===== src/rtl/bld_pkg.sv =====
`timescale 1ns/1ps
// Package: shared types and constants for the bipolar line decoder.
// Assumes one symbol per accepted cycle; the window depth is fixed by the
// longest signature (four symbols in the four-zero code).
package bld_pkg;

    // One line symbol: is it a mark, and if so is it positive
    typedef struct packed {
        logic mark;
        logic pos;
    } sym_t;

    // Classification of the newest symbol against the window
    typedef struct packed {
        logic bpv;       // mark with same polarity as previous mark
        logic sig;       // completes a substitution signature
        logic bform;     // signature carries a leading B mark
        logic form_bad;  // signature form disagrees with the mark parity
    } cls_t;

    localparam int WIN_DEPTH  = 4;  // symbols held before output
    localparam int B3_B_SLOT  = 1;  // window slot of B in the three-zero code
    localparam int HDB_B_SLOT = 2;  // window slot of B in the four-zero code

    // Map the two rails to a symbol; both rails high reads as a positive mark
    function automatic sym_t rails_to_sym(input logic p, input logic n);
        sym_t s;
        s.mark = p | n;
        s.pos  = p;
        return s;
    endfunction

endpackage


===== src/rtl/bld_classify.sv =====
`timescale 1ns/1ps
// Module: bld_classify
// Pure combinational view of the newest symbol. It decides whether the symbol
// is a bipolar violation and whether, with the marks already in the window, it
// closes a substitution signature. Assumes the caller holds the polarity of
// the last mark, a flag for "any mark seen", and the parity of marks counted
// since the last signature (the B of a signature is already included).
module bld_classify
    import bld_pkg::*;
(
    input  sym_t cur_i,
    input  logic p1_mark_i,   // symbol just before cur
    input  logic p2_mark_i,   // two before
    input  logic p3_mark_i,   // three before
    input  logic seen_i,
    input  logic last_pos_i,
    input  logic parity_i,
    input  logic e3_i,
    input  logic ami_i,
    output cls_t cls_o
);

    logic zero_lead;

    // Classify the incoming symbol
    always_comb begin
        cls_o.bpv   = cur_i.mark & seen_i & (cur_i.pos == last_pos_i);
        zero_lead   = e3_i ? (~p1_mark_i & ~p2_mark_i) : ~p1_mark_i;
        cls_o.sig   = cls_o.bpv & ~ami_i & zero_lead;
        cls_o.bform = e3_i ? p3_mark_i : p2_mark_i;
        // Parity including B must be odd for either form to be right: an
        // even count before B asks for B, an odd count asks for the zero form.
        cls_o.form_bad = cls_o.sig & ~parity_i;
    end

endmodule


===== src/rtl/bld_viol_rules.sv =====
`timescale 1ns/1ps
// Module: bld_viol_rules
// Applies the mode-dependent counting rules and emits one increment pulse per
// counted event. Tracks the raw zero-run length and the polarity of the last
// BPV. Assumes at most one event per accepted symbol, which holds because
// zero-run events happen on zeros and BPV events happen on marks.
module bld_viol_rules
    import bld_pkg::*;
#(
    parameter int EXZ_LEN = 3
) (
    input  logic clk,
    input  logic rst_n,
    input  logic vld_i,
    input  sym_t cur_i,
    input  logic bpv_i,
    input  logic sig_i,
    input  logic form_bad_i,
    input  logic e3_i,
    input  logic ami_i,
    output logic inc_o
);

    localparam int ZR_W = $clog2(EXZ_LEN + 1);

    logic [ZR_W-1:0] zrun;
    logic            vseen;
    logic            vpos;
    logic            zhit;
    logic            event_q;

    // Decide whether the current symbol is a counted event
    always_comb begin
        zhit = ~cur_i.mark & (zrun == ZR_W'(EXZ_LEN - 1));
        if (ami_i)
            event_q = bpv_i;
        else if (e3_i)
            event_q = bpv_i & vseen & (cur_i.pos == vpos);
        else
            event_q = (bpv_i & ~sig_i) | form_bad_i | zhit;
        inc_o = vld_i & event_q;
    end

    // Track raw zero-run length, saturating at the limit
    always_ff @(posedge clk) begin
        if (!rst_n)
            zrun <= '0;
        else if (vld_i) begin
            if (cur_i.mark)
                zrun <= '0;
            else if (zrun != ZR_W'(EXZ_LEN))
                zrun <= zrun + 1'b1;
        end
    end

    // Remember polarity of the most recent BPV
    always_ff @(posedge clk) begin
        if (!rst_n) begin
            vseen <= 1'b0;
            vpos  <= 1'b0;
        end else if (vld_i && bpv_i) begin
            vseen <= 1'b1;
            vpos  <= cur_i.pos;
        end
    end

endmodule


===== src/rtl/bld_err_counter.sv =====
`timescale 1ns/1ps
// Module: bld_err_counter
// Saturating event counter with clear-on-read. A read copies the count to the
// holding register; an event in the same cycle becomes the new count of one.
// Assumes at most one increment per cycle.
module bld_err_counter #(
    parameter int CNT_W = 16
) (
    input  logic             clk,
    input  logic             rst_n,
    input  logic             inc_i,
    input  logic             rd_i,
    output logic [CNT_W-1:0] cnt_q_o,
    output logic [CNT_W-1:0] rd_data_o
);

    localparam logic [CNT_W-1:0] CNT_MAX = '1;

    // Count events, clear on read, stop at all ones
    always_ff @(posedge clk) begin
        if (!rst_n)
            cnt_q_o <= '0;
        else if (rd_i)
            cnt_q_o <= inc_i ? CNT_W'(1) : '0;
        else if (inc_i && cnt_q_o != CNT_MAX)
            cnt_q_o <= cnt_q_o + 1'b1;
    end

    // Capture the count for the reader
    always_ff @(posedge clk) begin
        if (!rst_n)
            rd_data_o <= '0;
        else if (rd_i)
            rd_data_o <= cnt_q_o;
    end

endmodule


===== src/rtl/bipolar_line_decoder.sv =====
`timescale 1ns/1ps
// Module: bipolar_line_decoder
// Dual-rail bipolar to NRZ decoder for the three-zero and four-zero
// substitution codes, with an AMI pass-through mode and a clear-on-read
// violation counter. Symbols pass through a window of WIN_DEPTH slots so that
// a signature's leading B mark can be removed before it leaves. Assumes the
// mode inputs are static while symbols flow.
module bipolar_line_decoder #(
    parameter int CNT_W   = 16,
    parameter int EXZ_LEN = 3
) (
    input  logic             clk,
    input  logic             rst_n,
    input  logic             sym_vld_i,
    input  logic             rail_p_i,
    input  logic             rail_n_i,
    input  logic             e3_mode_i,
    input  logic             ami_mode_i,
    output logic             data_o,
    output logic             data_vld_o,
    input  logic             cnt_rd_i,
    output logic [CNT_W-1:0] cnt_o
);

    import bld_pkg::*;

    localparam int FILL_W = $clog2(WIN_DEPTH + 1);

    sym_t                 cur;
    cls_t                 cls;
    logic [WIN_DEPTH-1:0] win_mark;   // [0] newest stored symbol
    logic [WIN_DEPTH-1:0] clr_slot;
    logic                 seen;
    logic                 last_pos;
    logic                 parity;
    logic [FILL_W-1:0]    fill;
    logic                 err_inc;
    logic [CNT_W-1:0]     err_cnt;

    assign cur = rails_to_sym(rail_p_i, rail_n_i);

    bld_classify u_cls (
        .cur_i      (cur),
        .p1_mark_i  (win_mark[0]),
        .p2_mark_i  (win_mark[1]),
        .p3_mark_i  (win_mark[2]),
        .seen_i     (seen),
        .last_pos_i (last_pos),
        .parity_i   (parity),
        .e3_i       (e3_mode_i),
        .ami_i      (ami_mode_i),
        .cls_o      (cls)
    );

    // Per-slot clear: the B mark of a completed signature is removed
    for (genvar k = 0; k < WIN_DEPTH; k++) begin : g_clr
        assign clr_slot[k] = cls.sig & cls.bform &
                             (k == (e3_mode_i ? HDB_B_SLOT : B3_B_SLOT));
    end

    // Newest slot takes the input, with the V mark removed on a signature
    always_ff @(posedge clk) begin
        if (!rst_n)
            win_mark[0] <= 1'b0;
        else if (sym_vld_i)
            win_mark[0] <= cur.mark & ~cls.sig;
    end

    // Older slots shift forward, dropping a B mark where flagged
    for (genvar k = 1; k < WIN_DEPTH; k++) begin : g_win
        always_ff @(posedge clk) begin
            if (!rst_n)
                win_mark[k] <= 1'b0;
            else if (sym_vld_i)
                win_mark[k] <= win_mark[k-1] & ~clr_slot[k-1];
        end
    end

    // Count symbols in the window up to its depth
    always_ff @(posedge clk) begin
        if (!rst_n)
            fill <= '0;
        else if (sym_vld_i && fill != FILL_W'(WIN_DEPTH))
            fill <= fill + 1'b1;
    end

    // Emit the oldest symbol once the window is full
    always_ff @(posedge clk) begin
        if (!rst_n) begin
            data_o     <= 1'b0;
            data_vld_o <= 1'b0;
        end else begin
            data_vld_o <= sym_vld_i & (fill == FILL_W'(WIN_DEPTH));
            if (sym_vld_i)
                data_o <= win_mark[WIN_DEPTH-1] & ~clr_slot[WIN_DEPTH-1];
        end
    end

    // Track last mark polarity and mark parity since the last signature
    always_ff @(posedge clk) begin
        if (!rst_n) begin
            seen     <= 1'b0;
            last_pos <= 1'b0;
            parity   <= 1'b0;
        end else if (sym_vld_i) begin
            if (cur.mark) begin
                seen     <= 1'b1;
                last_pos <= cur.pos;
            end
            if (cls.sig)
                parity <= 1'b0;
            else if (cur.mark)
                parity <= ~parity;
        end
    end

    bld_viol_rules #(.EXZ_LEN(EXZ_LEN)) u_viol (
        .clk        (clk),
        .rst_n      (rst_n),
        .vld_i      (sym_vld_i),
        .cur_i      (cur),
        .bpv_i      (cls.bpv),
        .sig_i      (cls.sig),
        .form_bad_i (cls.form_bad),
        .e3_i       (e3_mode_i),
        .ami_i      (ami_mode_i),
        .inc_o      (err_inc)
    );

    bld_err_counter #(.CNT_W(CNT_W)) u_cnt (
        .clk       (clk),
        .rst_n     (rst_n),
        .inc_i     (err_inc),
        .rd_i      (cnt_rd_i),
        .cnt_q_o   (err_cnt),
        .rd_data_o (cnt_o)
    );

endmodule


===== config.mk =====
export PLATFORM = sky130hd
export DESIGN_NAME = bipolar_line_decoder
export DESIGN_NICKNAME = d
export VERILOG_FILES = /design/src/rtl/bld_pkg.sv /design/src/rtl/bld_classify.sv /design/src/rtl/bld_viol_rules.sv /design/src/rtl/bld_err_counter.sv /design/src/rtl/bipolar_line_decoder.sv
export SDC_FILE = /design/constraint.sdc
export NUM_CORES = 1
export LEC_CHECK = 0
export CORE_ASPECT_RATIO = 1.25
export CORE_UTILIZATION = 55
export DETAILED_ROUTE_END_ITERATION = 8
export MAX_ROUTING_LAYER = met4
export PLACE_DENSITY = 0.79
export SLEW_MARGIN = 0
export SYNTH_ARGS = -nofsm -noshare
export SYNTH_HDL_FRONTEND = slang
export SYNTH_SLANG_ARGS = --single-unit
export TNS_END_PERCENT = 5

===== constraint.sdc =====
create_clock -name clk -period 2.7 [get_ports clk]
set_clock_uncertainty 0.2 [all_clocks]
set_input_delay 0.81 -clock clk [delete_from_list [all_inputs] [get_ports clk]]
set_output_delay 0.81 -clock clk [all_outputs]
set_load 0.01 [all_outputs]

=== Word-level counts from Yosys, hierarchy flattened ===
Index checks and enable logic that the tools add are counted.

* Equal/unequal tests: 10
* Multiplexer cells: 12
* Reductions and logical operators: 10
* Add/sub/neg operators: 3
* Bitwise gates (word level): 35

{| class="wikitable"
|+ Operator list
! operator !! number
|-
| $eq 2x32->1 const A || 1
|-
| $eq 3x32->1 const A || 1
|-
| $logic_not 32->1 || 1
|-
| $mux 16 || 2
|-
| $and 1x1->1 || 22
|-
| $add 16x1->16 const B || 1
|-
| $ne 16x16->1 const B || 1
|-
| $not 1->1 || 10
|-
| $mux 1 || 7
|-
| $mux 2 || 3
|-
| $reduce_and 2->1 || 3
|-
| $reduce_bool 2->1 || 3
|-
| $add 3x1->3 const B || 1
|-
| $eq 3x3->1 const B || 1
|-
| $logic_and 1x1->1 || 3
|-
| $ne 3x3->1 const B || 1
|-
| $or 1x1->1 || 3
|-
| $add 2x1->2 const B || 1
|-
| $eq 1x1->1 || 2
|-
| $eq 2x2->1 const A || 1
|-
| $eq 2x2->1 const B || 1
|-
| $ne 2x2->1 const B || 1
|}

* Input port bits: 8
* Logic and storage cells: 85
* Output and inout port bits: 18
* Register bits after elaboration: 48

=== Longest topological paths before layout ===
* Word-level depth: 15
* Mapped depth: 7
* Depth with buffers taken out: 6

=== Modules after synthesis ===
From an unflattened synthesis, not the netlist that was laid out.

* Cells, all modules: 239
* Area, all modules: 2,303.5 sq um

{| class="wikitable"
|+ By module, submodules not included
! module !! instances !! area each (sq um) !! sequential area each (sq um) !! cells an instance
|-
| bld_err_counter || 1 || 1,468.9 || 640.6 || 151
|-
| bipolar_line_decoder || 1 || 540.5 || 240.2 || 53
|-
| bld_viol_rules || 1 || 235.2 || 80.1 || 28
|-
| bld_classify || 1 || 58.8 || 0.0 || 7
|}

=== Worst setup path before layout ===
Ideal clock, no wire load.

* Path kind: input to register
* Start point: input port rail_p_i
* End point: register u_cnt.cnt_q_o[4]
* Path slack: 0.450 ns
* Required time: 2.429 ns
* Arrival time: 1.980 ns
* Path buffers: 0
* Stages on the path: 5
* Library setup time: 0.071 ns
* Cell sequence: and4bb_1 -> o21a_4 -> a22oi_4 -> or4_1 -> a21oi_1

* Longest elaborated chain between the ends: 14
* Elaborated cells on any way between the ends: 21
* Classes of those cells: eq/ne (2); mux (2); bitwise (15); reduce/logical (2)

{| class="wikitable"
|+ RTL lines
! item !! RTL line !! source
|-
| from (decl) || bipolar_line_decoder.sv:15 || <nowiki>input logic rail_p_i,</nowiki>
|-
| $or 1x1->1 || bld_pkg.sv:28 || <nowiki>s.mark = p | n;</nowiki>
|-
| $and 1x1->1 (2 in series) || bld_classify.sv:27 || <nowiki>cls_o.bpv = cur_i.mark & seen_i & (cur_i.pos == last_pos_i);</nowiki>
|-
| $and 1x1->1 (2 in series) || bld_classify.sv:29 || <nowiki>cls_o.sig = cls_o.bpv & ~ami_i & zero_lead;</nowiki>
|-
| $not 1->1 || bld_viol_rules.sv:40 || <nowiki>event_q = (bpv_i & ~sig_i) | form_bad_i | zhit;</nowiki>
|-
| $and 1x1->1 || bld_viol_rules.sv:40 ||
|-
| $or 1x1->1 (2 in series) || bld_viol_rules.sv:40 ||
|-
| $mux 1 || bld_viol_rules.sv:37 || <nowiki>else if (e3_i)</nowiki>
|-
| $mux 1 * || bld_viol_rules.sv:35 || <nowiki>if (ami_i)</nowiki>
|-
| $and 1x1->1 * || bld_viol_rules.sv:41 || <nowiki>inc_o = vld_i & event_q;</nowiki>
|-
| $logic_and 1x1->1 * || bld_err_counter.sv:25 || <nowiki>else if (inc_i && cnt_q_o != CNT_MAX)</nowiki>
|-
| $reduce_bool 2->1 (no line) * || n/a ||
|-
| to (signal assigned) || bld_err_counter.sv:24 || <nowiki>cnt_q_o <= inc_i ? CNT_W'(1) : '0;</nowiki>
|-
| to (signal assigned) || bld_err_counter.sv:26 || <nowiki>cnt_q_o <= cnt_q_o + 1'b1;</nowiki>
|-
| to (decl) || bld_err_counter.sv:13 || <nowiki>output logic [CNT_W-1:0] cnt_q_o,</nowiki>
|}

Every way passes the cells marked *; elsewhere a longest branch is shown, timed or not.
A chain may end at the register's enable or synchronous reset.

=== Worst setup path after layout ===
* Start point: input port rail_n_i
* End point: register u_cnt.cnt_q_o[9]

* Longest elaborated chain between the ends: 14
* Elaborated cells on any way between the ends: 19
* Classes of those cells: mux (2); bitwise (15); reduce/logical (2)

{| class="wikitable"
|+ RTL lines
! item !! RTL line !! source
|-
| from (decl) || bipolar_line_decoder.sv:16 || <nowiki>input logic rail_n_i,</nowiki>
|-
| $or 1x1->1 * || bld_pkg.sv:28 ||
|-
| $and 1x1->1 (2 in series) || bld_classify.sv:27 ||
|-
| $and 1x1->1 (2 in series) || bld_classify.sv:29 ||
|-
| $not 1->1 || bld_viol_rules.sv:40 ||
|-
| $and 1x1->1 || bld_viol_rules.sv:40 ||
|-
| $or 1x1->1 (2 in series) || bld_viol_rules.sv:40 ||
|-
| $mux 1 || bld_viol_rules.sv:37 ||
|-
| $mux 1 * || bld_viol_rules.sv:35 ||
|-
| $and 1x1->1 * || bld_viol_rules.sv:41 ||
|-
| $logic_and 1x1->1 * || bld_err_counter.sv:25 ||
|-
| $reduce_bool 2->1 (no line) * || n/a ||
|}

Marks and branches as above.

==> results_dict.tcl <==
set metrics [dict create \
    rsz0062_at_grt "no" \
    layout.cells.most_common "dfxtp_1" \
    nFillCells 350 \
    synth_nets 255 \
    fmax_ghz 0.390 \
    cp_slowest_cell "clkdlybuf4s50_1" \
    finalSetupViolCount 0 \
    use_met2_pct 37.1 \
    dp_hpwl_um 3110 \
    hold_path.class "reg -> reg" \
    vias 1860 \
    ff_latch_area_um2 961 \
    power.density_nw_per_um2 450 \
    avgSynthCellArea_um2 9.60 \
    groute.layer.met1.usage_pct 25.7 \
    grt_overflow 0 \
    crit_chain "clkdlybuf4s50_1 > and4bb_1 > o21a_4 > a22oi_4 > buf_4 > or4_1 > nand2_1" \
    post-route-period-util_pct 95.0 \
    antenna_cells 0 \
    place.gp.congestion 0.810 \
    ys_ff_latch 48 \
    grt_pass1_wl_um 7510 \
    critPathCaptureType "flop" \
    crit_path_start_kind "primary input" \
    worst_pin_slew_ns 0.460 \
    worst_slack_ns 0.135 \
    yosys.area.top_type "dfxtp_1" \
    final_cell_count_no_fill 339 \
    grt_busiest_layer "met2" \
    synthTopCellsByArea "dfxtp_1 41%, mux2i_1 8.6%, nor2b_1 6.7%" \
    clock_sinks 48 \
    area_growth_pct 21.3 \
    cp_max_fo 15 \
    arrival_ns 2.61 \
    max_stage_delay_ns 0.50 \
    leakagePower_nw 1.08 \
    min_period_ns 2.56 \
    hold_buffers 0 \
    die_h_um 74.7 \
    cts_tree "yes" \
    path_clk_slew_ns 0.08 \
    cts_max_level 2 \
    crit_required_ns 2.74 \
    synth_seq_area_share_pct 41.4 \
    dr.pass1.iters 4 \
    grt_antenna_before_repair 0 \
    track_usage_pct 22.6 \
    clockBufferDepth 2 \
    ys_warn_count 0 \
    crit_buf_inv 2 \
    die_area_um2 4490 \
    drive_gt1_share_pct 13.8 \
    nets 295 \
    maxSlewHeadroom_pct 69.3 \
    synth_edf_count 0 \
    drc_errors 0 \
    cp_top_family "simple AND/OR/NAND/NOR gates" \
    async_reset_ff_share_pct 0 \
    ir_drop_v 0.000274 \
    synth_top_flop_cell "dfxtp_1" \
    hold_viol_final 0 \
    place_ws_ns -0.261 \
    synthCells 242 \
    final_cell_mix "48 x dfxtp_1, 25 x nor2b_1, 24 x clkdlybuf4s50_1" \
    cts_inserted_buffers 5 \
    synth_area_um2 2320 \
    status "completed" \
    critical_path_class "in -> reg" \
    ant_nets 0 \
    rows 26 \
    drv_cap 0 \
    via_per_inst 5.49 \
    grt_max_degree 34 \
    grt_use_met3_pct 4.98 \
    start_util_pct 57.1 \
    io_buffers 25 \
    maxSlewViolCount 0 \
    synth_top_area_share_pct 41.4 \
    grt_pass1_vias 1756 \
    io_pins 26 \
    clk_latency_ns 0.30 \
    yosysUniqueCellTypes 56 \
    design.core.area_um2 4070 \
    wirelength_um 4370 \
    wire_per_inst_um 12.9 \
    post-place-cells 330 \
    die_w_um 60.1 \
    cts.root.buffer_cell "clkbuf_8" \
    first_iter_violations 64 \
    multi_input_area_um2 1250 \
]
==> through the flow <==
step / util, % / setup TNS, ns / hold WS [ns] / power [W] / cell area (um2)
after global placement: 66.8 / -2.66 / 0.255 / 0.000850 / 2720
after CTS: 69.0 / 0 / 0.275 / 0.00128 / 2810
final: 69.3 / 0 / 0.277 / 0.00127 / 2820
after detailed placement: 66.8 / -3.17 / 0.263 / 0.000852 / 2720
after floorplan: - / 0 / 0.239 / 0.000809 / 2320
after global routing: 69.3 / 0 / 0.298 / 0.00132 / 2820
==> where the power goes <==
| group | switching, W | total [W] | internal (W) |
|---|---|---|---|
| clock | 0.000224 | 0.000433 | 0.000209 |
| sequential | 0.00000737 | 0.000725 | 0.000718 |
| combinational | 0.0000523 | 0.000110 | 0.0000574 |
==> cell usage after synthesis, drive strengths merged (6+ instances only) <==
cell    count
dfxtp      48
nor2b      25
mux2i      20
a21oi      13
nand2      13
nor2       10
inv         8
and2        7
buf         7
clkbuf      6
nand3       6
==> path summary, 6_finish.rpt <==
path,from,endpoint,slack [ns],cells after the start
hold / removal,seen,seen,0.28,2
setup / recovery,rail_n_i,u_cnt.cnt_q_o[9],0.14,7
setup reg to reg,u_cnt.cnt_q_o[0],u_cnt.cnt_q_o[0],0.59,6
hold reg to reg,seen,seen,0.28,2
==> per-layer routing <==
layer / up-vias / routed length (um)
met5: - / 0
met4: 0 / 94
met3: 11 / 151
met2: 33 / 2110
met1: 860 / 2010
li1: 956 / -
==> worst reg2reg max path, stage by stage, from the launching register on <==
cell and delay [ns]:
dfxtp_1 0.40, ha_1 0.21, and2_1 0.26, nand4_1 0.18, nor2_2 0.41, o21bai_1 0.11
a31o_1 0.22
==> repair_timing <==
item                       CTS  global route
setup endpoints to repair    0             7
setup buffers                0             1
gates resized for setup      0             1
==> kinds of logic (layout without fill, tap and decap cells) <==
kind of cell,after synthesis,count (layout),synth area share (%)
AO/OA/AOI/OAI,52,52,17.8
XOR/XNOR,2,2,0.754
adder cells (fa/ha/maj),5,5,2.69
buffers and inverters,21,62,4.58
flip-flops,48,48,41.4
multiplexers,20,20,8.62
AND/OR/NAND/NOR,94,94,24.1
==> cell type report <==
cell class                 count  area share [%]
sequential                    48            34.1
timing repair buffer          46            14.6
tap                           56            2.49
multi-input combinational    173            44.6
inverter                       8            1.07
clock buffer                   8            3.20
==> state kept, by name (all words and copies together), names as in the netlist <==
signal and cells:
u_viol.vpos 1, u_cnt.rd_data_o 16, u_viol.vseen 1, win_mark 4, data_o 1, data_vld_o 1
u_cnt.cnt_q_o 16, last_pos 1, u_viol.zrun 2, seen 1, fill 3, parity 1
No activity file was read; power rests on OpenSTA's default activity.
